**src/rtl/bank_spi_pkg.sv**
```systemverilog
package bank_spi_pkg;
  localparam int DATA_W = 8;
  localparam int ADDR_W = 8;
  localparam int REG_W  = 5;
  localparam int BANK_W = 2;
  localparam int BANK_LSB = REG_W;
  localparam int CLASS_BIT = ADDR_W - 1;
  localparam int OPC_W = DATA_W - REG_W;

  localparam logic [OPC_W-1:0] OPC_RD   = 3'b000;
  localparam logic [OPC_W-1:0] OPC_WR   = 3'b010;
  localparam logic [OPC_W-1:0] OPC_BSET = 3'b100;
  localparam logic [OPC_W-1:0] OPC_BCLR = 3'b101;
  localparam logic [REG_W-1:0] SEL_REG  = 5'h1F;
  localparam logic [DATA_W-1:0] SEL_MASK = DATA_W'((1 << BANK_W) - 1);

  typedef enum logic [1:0] {FR_CLR, FR_SET, FR_ACC} frame_e;
  typedef enum logic [1:0] {ST_IDLE, ST_LOAD, ST_SHIFT, ST_GAP} seq_st_e;
endpackage

```
**src/rtl/spi_byte_shifter.sv**
```systemverilog
module spi_byte_shifter #(
  parameter int CLK_DIV = 4,
  parameter int DATA_W  = 8
) (
  input  logic              clk_i,
  input  logic              rst_ni,
  input  logic              start_i,
  input  logic [DATA_W-1:0] tx_i,
  output logic [DATA_W-1:0] rx_o,
  output logic              done_o,
  output logic              sclk_o,
  output logic              mosi_o,
  input  logic              miso_i
);
  localparam int HALF = (CLK_DIV < 2) ? 1 : CLK_DIV / 2;
  localparam int CW = (HALF > 1) ? $clog2(HALF) : 1;
  localparam int BW = $clog2(DATA_W);

  logic              busy_q;
  logic [CW-1:0]     div_q;
  logic [BW-1:0]     bit_q;
  logic              sclk_q;
  logic              done_q;
  logic [DATA_W-1:0] tx_q;
  logic [DATA_W-1:0] rx_q;

  always_ff @(posedge clk_i or negedge rst_ni) begin
    if (!rst_ni) begin
      busy_q <= 1'b0;
      div_q  <= '0;
      bit_q  <= '0;
      sclk_q <= 1'b0;
      done_q <= 1'b0;
      tx_q   <= '0;
      rx_q   <= '0;
    end else begin
      done_q <= 1'b0;
      if (!busy_q) begin
        if (start_i) begin
          busy_q <= 1'b1;
          tx_q   <= tx_i;
          div_q  <= '0;
          bit_q  <= '0;
          sclk_q <= 1'b0;
        end
      end else if (div_q == CW'(HALF - 1)) begin
        div_q <= '0;
        if (!sclk_q) begin
          // rising edge: sample input
          sclk_q <= 1'b1;
          rx_q   <= {rx_q[DATA_W-2:0], miso_i};
        end else begin
          // falling edge: advance output
          sclk_q <= 1'b0;
          if (bit_q == BW'(DATA_W - 1)) begin
            busy_q <= 1'b0;
            done_q <= 1'b1;
          end else begin
            bit_q <= bit_q + 1'b1;
            tx_q  <= {tx_q[DATA_W-2:0], 1'b0};
          end
        end
      end else begin
        div_q <= div_q + 1'b1;
      end
    end
  end

  assign rx_o   = rx_q;
  assign done_o = done_q;
  assign sclk_o = sclk_q;
  assign mosi_o = tx_q[DATA_W-1];
endmodule

```
**src/rtl/frame_byte_builder.sv**
```systemverilog
module frame_byte_builder
  import bank_spi_pkg::*;
(
  input  frame_e            frame_i,
  input  logic [1:0]        idx_i,
  input  logic              wr_i,
  input  logic [ADDR_W-1:0] addr_i,
  input  logic [DATA_W-1:0] wdata_i,
  output logic [DATA_W-1:0] byte_o,
  output logic              last_o
);
  logic [1:0] n_last;

  always_comb begin
    byte_o = '0;
    n_last = 2'd1;
    unique case (frame_i)
      FR_CLR: byte_o = (idx_i == 2'd0) ? {OPC_BCLR, SEL_REG} : SEL_MASK;
      FR_SET: byte_o = (idx_i == 2'd0) ? {OPC_BSET, SEL_REG}
                                       : DATA_W'(addr_i[BANK_LSB +: BANK_W]);
      FR_ACC: begin
        if (wr_i) begin
          byte_o = (idx_i == 2'd0) ? {OPC_WR, addr_i[REG_W-1:0]} : wdata_i;
        end else begin
          byte_o = (idx_i == 2'd0) ? {OPC_RD, addr_i[REG_W-1:0]} : '0;
          // class registers need one dummy byte before valid data
          if (addr_i[CLASS_BIT]) n_last = 2'd2;
        end
      end
      default: byte_o = '0;
    endcase
    last_o = (idx_i == n_last);
  end
endmodule

```
**src/rtl/bank_access_seq.sv**
```systemverilog
module bank_access_seq
  import bank_spi_pkg::*;
#(
  parameter int CLK_DIV = 4
) (
  input  logic              clk_i,
  input  logic              rst_ni,
  input  logic              req_i,
  input  logic              wr_i,
  input  logic [ADDR_W-1:0] addr_i,
  input  logic [DATA_W-1:0] wdata_i,
  output logic              ack_o,
  output logic              done_o,
  output logic [DATA_W-1:0] rdata_o,
  output logic              cs_no,
  output logic              start_o,
  output logic [DATA_W-1:0] tx_o,
  input  logic              byte_done_i,
  input  logic [DATA_W-1:0] rx_i
);
  localparam int GW = $clog2(CLK_DIV + 1);

  seq_st_e           st_q;
  frame_e            frame_q;
  logic [1:0]        idx_q;
  logic              wr_q;
  logic [ADDR_W-1:0] addr_q;
  logic [DATA_W-1:0] wdata_q;
  logic [BANK_W-1:0] bank_q;
  logic [GW-1:0]     gap_q;
  logic              cs_q;
  logic              done_q;
  logic [DATA_W-1:0] rdata_q;
  logic              last;
  logic [BANK_W-1:0] req_bank;

  assign req_bank = addr_i[BANK_LSB +: BANK_W];
  assign ack_o    = req_i && (st_q == ST_IDLE);
  assign start_o  = (st_q == ST_LOAD);

  frame_byte_builder u_build (
    .frame_i (frame_q),
    .idx_i   (idx_q),
    .wr_i    (wr_q),
    .addr_i  (addr_q),
    .wdata_i (wdata_q),
    .byte_o  (tx_o),
    .last_o  (last)
  );

  always_ff @(posedge clk_i or negedge rst_ni) begin
    if (!rst_ni) begin
      st_q    <= ST_IDLE;
      frame_q <= FR_ACC;
      idx_q   <= '0;
      wr_q    <= 1'b0;
      addr_q  <= '0;
      wdata_q <= '0;
      bank_q  <= '0;
      gap_q   <= '0;
      cs_q    <= 1'b1;
      done_q  <= 1'b0;
      rdata_q <= '0;
    end else begin
      done_q <= 1'b0;
      unique case (st_q)
        ST_IDLE: begin
          if (req_i) begin
            wr_q    <= wr_i;
            addr_q  <= addr_i;
            wdata_q <= wdata_i;
            frame_q <= (req_bank != bank_q) ? FR_CLR : FR_ACC;
            idx_q   <= '0;
            cs_q    <= 1'b0;
            st_q    <= ST_LOAD;
          end
        end
        ST_LOAD: st_q <= ST_SHIFT;
        ST_SHIFT: begin
          if (byte_done_i) begin
            if (last) begin
              cs_q  <= 1'b1;
              gap_q <= '0;
              st_q  <= ST_GAP;
              if (frame_q == FR_ACC) rdata_q <= rx_i;
            end else begin
              idx_q <= idx_q + 1'b1;
              st_q  <= ST_LOAD;
            end
          end
        end
        ST_GAP: begin
          gap_q <= gap_q + 1'b1;
          if (gap_q == GW'(CLK_DIV - 1)) begin
            idx_q <= '0;
            unique case (frame_q)
              FR_CLR: begin
                frame_q <= FR_SET;
                cs_q    <= 1'b0;
                st_q    <= ST_LOAD;
              end
              FR_SET: begin
                bank_q  <= addr_q[BANK_LSB +: BANK_W];
                frame_q <= FR_ACC;
                cs_q    <= 1'b0;
                st_q    <= ST_LOAD;
              end
              default: begin
                done_q <= 1'b1;
                st_q   <= ST_IDLE;
              end
            endcase
          end
        end
        default: st_q <= ST_IDLE;
      endcase
    end
  end

  assign cs_no   = cs_q;
  assign done_o  = done_q;
  assign rdata_o = rdata_q;
endmodule

```
**src/rtl/bank_spi_engine.sv**
```systemverilog
module bank_spi_engine
  import bank_spi_pkg::*;
#(
  parameter int CLK_DIV = 4
) (
  input  logic        clk_i,
  input  logic        rst_ni,
  input  logic        req_i,
  input  logic        wr_i,
  input  logic [7:0]  addr_i,
  input  logic [7:0]  wdata_i,
  output logic        ack_o,
  output logic        done_o,
  output logic [7:0]  rdata_o,
  output logic        sclk_o,
  output logic        cs_no,
  output logic        mosi_o,
  input  logic        miso_i
);
  logic              start;
  logic              byte_done;
  logic [DATA_W-1:0] tx_byte;
  logic [DATA_W-1:0] rx_byte;

  bank_access_seq #(.CLK_DIV(CLK_DIV)) u_seq (
    .clk_i       (clk_i),
    .rst_ni      (rst_ni),
    .req_i       (req_i),
    .wr_i        (wr_i),
    .addr_i      (addr_i),
    .wdata_i     (wdata_i),
    .ack_o       (ack_o),
    .done_o      (done_o),
    .rdata_o     (rdata_o),
    .cs_no       (cs_no),
    .start_o     (start),
    .tx_o        (tx_byte),
    .byte_done_i (byte_done),
    .rx_i        (rx_byte)
  );

  spi_byte_shifter #(.CLK_DIV(CLK_DIV), .DATA_W(DATA_W)) u_shift (
    .clk_i   (clk_i),
    .rst_ni  (rst_ni),
    .start_i (start),
    .tx_i    (tx_byte),
    .rx_o    (rx_byte),
    .done_o  (byte_done),
    .sclk_o  (sclk_o),
    .mosi_o  (mosi_o),
    .miso_i  (miso_i)
  );
endmodule

```
**config.mk**
```make
export PLATFORM = sky130hd
export DESIGN_NAME = bank_spi_engine
export DESIGN_NICKNAME = d
export VERILOG_FILES = /design/src/rtl/bank_spi_pkg.sv /design/src/rtl/spi_byte_shifter.sv /design/src/rtl/frame_byte_builder.sv /design/src/rtl/bank_access_seq.sv /design/src/rtl/bank_spi_engine.sv
export SDC_FILE = /design/constraint.sdc
export NUM_CORES = 1
export LEC_CHECK = 0
export BUFFER_PORTS_ARGS = -buffer_cell sky130_fd_sc_hd__buf_2
export CAP_MARGIN = 10
export CORE_AREA = 2 2 72 74
export DETAILED_ROUTE_END_ITERATION = 10
export DIE_AREA = 0 0 74 76
export PLACE_DENSITY = 0.81
export SLEW_MARGIN = 20
export SYNTH_ARGS = -nofsm -noshare
export SYNTH_HDL_FRONTEND = slang
export SYNTH_HIERARCHICAL = 1
export SYNTH_SLANG_ARGS = --single-unit
export TNS_END_PERCENT = 100
```
**constraint.sdc**
```tcl
create_clock -name clk_i -period 4.8 [get_ports clk_i]
set_input_delay 0.48 -clock clk_i [delete_from_list [all_inputs] [get_ports clk_i]]
set_output_delay 0.48 -clock clk_i [all_outputs]
set_load 0.005 [all_outputs]
```
Word-level counts from Yosys, hierarchy flattened:

Index checks and enable logic that the tools add are counted.

* reduce and logical (&&, ||, !) cells: 20
* magnitude comparators: 0
* shift operators: 0
* div/mod/pow operators: 0
* add/sub/neg operators: 4
* multiplexer cells: 62
* bitwise logic cells: 1
* eq/ne operators: 19
* $mul: 0

Operator list (number)
* 8-bit two-way mux: 9
* 2-bit two-way mux: 14
* 1-bit two-way mux: 24
* 8-bit one-hot mux with 3 select lines: 1
* 3-bit two-way mux: 7
* 2-bit != test, second input constant: 6
* 3-bit AND reduction: 4
* 4-bit AND reduction: 3
* 2-bit one-hot mux with 2 select lines: 2
* 2-bit one-hot mux with 4 select lines: 1
* 3-bit by 1-bit adder with 3-bit output, second input constant: 2
* 2-bit equality test, second input constant: 3
* 2-bit logical NOT: 3
* 2-bit by 1-bit != test with 1-bit output, second input constant: 3
* 2-bit one-hot mux with 3 select lines: 1
* 3-bit one-hot mux with 2 select lines: 1
* 6-bit AND reduction: 1
* 2-bit nonzero test: 3
* 5-bit two-way mux: 1
* 5-bit AND reduction: 1
* 2-bit by 1-bit equality test with 1-bit output, second input constant: 2
* 2-bit AND reduction: 2
* 3-bit by 2-bit equality test with 1-bit output, second input constant: 1
* 3-bit equality test, second input constant: 1
* 10 further kinds: 10

* output and inout port bits: 13
* bits in read-only memories: 0
* register bits after elaboration: 61
* memories: 0
* RAM bits: 0
* bits in latches: 0

Depth between registers and ports, before layout:

* depth after elaboration: 7
* mapped depth: 7

By module:

The synthesis kept the hierarchy.

By module, submodules not included
* bank_access_seq: area each 1600.3 µm², cells each 117, instances 1, seq. area each 953.4 µm²
* spi_byte_shifter: area each 1039.7 µm², cells each 71, instances 1, seq. area each 575.6 µm²
* frame_byte_builder: area each 203.9 µm², cells each 27, instances 1, seq. area each 0.0 µm²

Worst setup path after synthesis:

Ideal clock, no wire load.

* path type: reg2reg
* start point: reg u_seq.frame_q[0]
* end point: reg u_seq.rdata_q[0], in the netlist u_seq/rdata_o[0]
* buffers on the path: 1
* clock period less this slack: 1.942 ns
* path slack: 2.858 ns
* cell stages (with the launch flop): 7
* arrival: 1.815 ns
* data required time: 4.673 ns
* cell sequence: dfrtp_1 and4bb_2 o21ai_0 and2_1 and4b_1 buf_4 mux2_1

* cells in the longest elaborated chain, start to end: 4

Ends and longest elaborated chain
* start: declaration: line bank_access_seq.sv:24 `frame_e frame_q;`
* start signal: assignment: line bank_access_seq.sv:72 `frame_q <= (req_bank != bank_q) ? FR_CLR : FR_ACC;`
* 2-bit equality test: line frame_byte_builder.sv:17 `unique case (frame_i)`
* 2-bit two-way mux: line frame_byte_builder.sv:17
* 2-bit equality test: line frame_byte_builder.sv:32 `last_o = (idx_i == n_last);`
* net u_seq.last: line bank_access_seq.sv:34 `logic last;`
* 4-bit AND reduction (no source line)
* end signal: assignment: line bank_access_seq.sv:85 `if (frame_q == FR_ACC) rdata_q <= rx_i;`
* end: declaration: line bank_access_seq.sv:33 `logic [DATA_W-1:0] rdata_q;`

The timed path passes the listed nets, and every way through them passes these cells.
A chain may end at the register's enable or synchronous reset.

Worst setup path in the final report:

* start point: reg u_seq.frame_q[0]
* end point: reg u_seq.rdata_q[4], in the netlist u_seq/rdata_o[4]

Same word-level chain as after synthesis.

==> run summary <==
pre-CTS setup slack: 2.47 ns
Core Util, Final: 65.8%
Routed WL per cell: 14.7 um
outcome: finished clean
CTS tree: done
largest buffer count on any clock path: 2
power per standard cell area: 591 nW/um^2
Syn Nets: 240
synth unique cells: 52
Fillers: 393
largest net degree at the start of global routing: 62
Final Critical Period: 2.32 ns
grt total ovfl: 0
Hold-fix buffers, CTS: 0
number of synthesized flops with an enable pin: 0
period utilisation layout: 48.4%
DR top layer: met4
Buf/Inv on CP: 0
register bit count reported by yosys: 61
via/cell ratio: 5.42
Routed Antenna Nets: 0
Mapped Cells: 215
Num CTS Buffers: 9
layout cell share with drive strength beyond 1: 37.1%
P_leak: 1.55 nW
critical path arrival: 2.54 ns
Worst setup EP type: flop
Placer Congestion: 0.771
hold slack final: 0.291 ns
worst-path cell chain: and4bb_2 -> o21ai_0 -> and2_1 -> and4b_1 -> mux2_1
Clk Latency, worst-skew pair: 0.33 ns
maxcap violations: 0
Worst Hold Class: in -> async
Setup-failing EPs final: 0
register share of total power: 46.7%
port bufs: 33
Primary FF master, synth: dfrtp_1
Final Max Tran Viols: 0
Slew @ Worst Pin: 0.774 ns
DRT Wirelength: 4820 um
Crit Path Max Fanout: 15
Final Hold Fails: 0
startpoint types: flop
Comb pwr share: 32.4%
final layout net count: 279
crit-path max cell delay: 0.61 ns
Post-CTS Setup Inserts: 0
Layout area overhead: 13.7%
antenna cell count: 0
number of remaining DRC errors: 0
Post-Syn Area per Cell: 13.2 um^2
Sink Count: 61
post-cts resize count: 0
Die X: 74 um
Die ar.: 5620 um^2
vias in the first global route: 1,853
core area: 4910 um^2
global-route wire length before repair: 8290 um
Mapped Area: 2840 um^2
via count: 1,782
P_sw: 622 uW
met1 wire length: 2170 um
initial core utilization: 57.9%
post-route setup slack: 2.48 ns
most common cell after layout, fill and taps aside: dfrtp_1
Internal: 1.29 mW
clk slew on worst S/H paths: 0.07 ns
initial antenna violation count: 0
dpl hpwl: 3320 um
GRT Total Usage: 19.5%
slew margin rel.: 48.4%
post-route setup TNS: 0 ns
H-tree depth: 3
crit path kind: reg -> reg
Die Y: 76 um
RSZ-0062 raised after global routing: false
Crit path max-delay family: simple AND/OR/NAND/NOR gates
Worst R2R Setup Slack: 2.48 ns
met3 wire length: 178 um
sequential share of the synthesized area: 53.8%
sw frac: 32.5%
most frequent cells in the layout: dfrtp_1 (59), buf_2 (33), mux2_2 (27)
Async SR Flop Fraction: 100%
Worst Clk Skew: 0.00941 ns
std cell rows: 26
clock network power share: 20.9%
met2 wire len: 2400 um
slowest CP cell: dfrtp_1
WP data required: 5.02 ns
I/O Pins: 34
Fmax: 0.431 GHz
DR pass1 iterations: 4
Iteration-0 DRC Markers: 143
Total Power: 1.91 mW
Clock Tree Root: clkbuf_8
Peak VDD IR: 345 uV
Yosys Warn Count: 6
routing by layer:
layer | up-vias | GRT usage (%)
met5 | - | 0
met4 | 0 | 9.45
met3 | 8 | 6.22
met2 | 37 | 30.6
met1 | 878 | 23.9
li1 | 859 | -
cells in the mapped netlist (all sizes together) (2+ instances only):
cell type	count	area [um^2]
nand3b	4	33.8
buf	7	50.1
nand2	12	45.0
and4b	3	30.0
inv	7	26.3
mux2	50	589
mux2i	3	30.0
nor3b	2	20.0
o21ai	9	45.0
nand2b	4	25.0
a32oi	2	17.5
nor2	9	43.8
nor2b	2	15.0
dfstp	2	52.6
a21oi	4	27.5
a22oi	3	22.5
a21o	3	23.8
ha	4	50.1
a211oi	2	15.0
xnor2	3	26.3
dfrtp	59	1480
o21bai	2	15.0
o211ai	2	15.0
cell families (layout without fill, tap and decap cells):
logic type	Yosys count	in the layout	share of synthesized area (%)
flops	61	61	53.8
mux	53	53	21.8
simple gates	44	44	9.86
compound gates	36	36	9.24
buf+inv	14	58	2.68
fa+ha+maj	4	4	1.76
xor+xnor	3	3	0.924
path summary, 6_finish.rpt:
check,startpoint,end,depth (start not counted)
min reg2reg,u_seq/rdata_o[5],u_seq/rdata_o[5],1
max in group asynchronous,rst_ni,u_seq/wr_q,2
max,u_seq/frame_q[0],u_seq/rdata_o[4],5
max reg2reg,u_seq/frame_q[0],u_seq/rdata_o[4],5
min,rst_ni,u_seq/gap_q[2],2
min in group clk_i,wdata_i[7],u_seq/wdata_q[7],2
layout make-up:
cell class / instances / area (um^2) / share of cell area [%]
clock buffer: 14 / 163 / 5.03
clock inverter: 2 / 10.0 / 0.309
inverter: 7 / 26.3 / 0.812
multi-input combinational: 140 / 1240 / 38.3
sequential: 61 / 1530 / 47.3
tap: 70 / 87.6 / 2.71
timing repair buffer: 35 / 180 / 5.57
power by group through the flow:
stage | combinational, mW | clock [mW] | sequential [mW]
after floorplan | 0.548 | 0 | 0.829
after global placement | 0.599 | 0 | 0.890
after detailed placement | 0.624 | 0 | 0.904
after CTS | 0.629 | 0.413 | 0.895
after global routing | 0.689 | 0.435 | 0.925
final | 0.619 | 0.400 | 0.894
through the flow:
step	std cells	area, um^2
after floorplan	215	2840
after global placement	313	3060
after detailed placement	313	3060
after CTS	329	3230
after global routing	329	3230
final	329	3230
registers in the layout, indices dropped and copies added (netlist names), 3 cells and up:
name,flops
u_seq/wdata_q,8
u_shift/rx_o,8
u_seq/rdata_o,8
u_seq/addr_q,8
u_seq/gap_q,3
u_shift/bit_q,3
u_shift/tx_q,8
No activity file was read; power rests on OpenSTA's default activity.
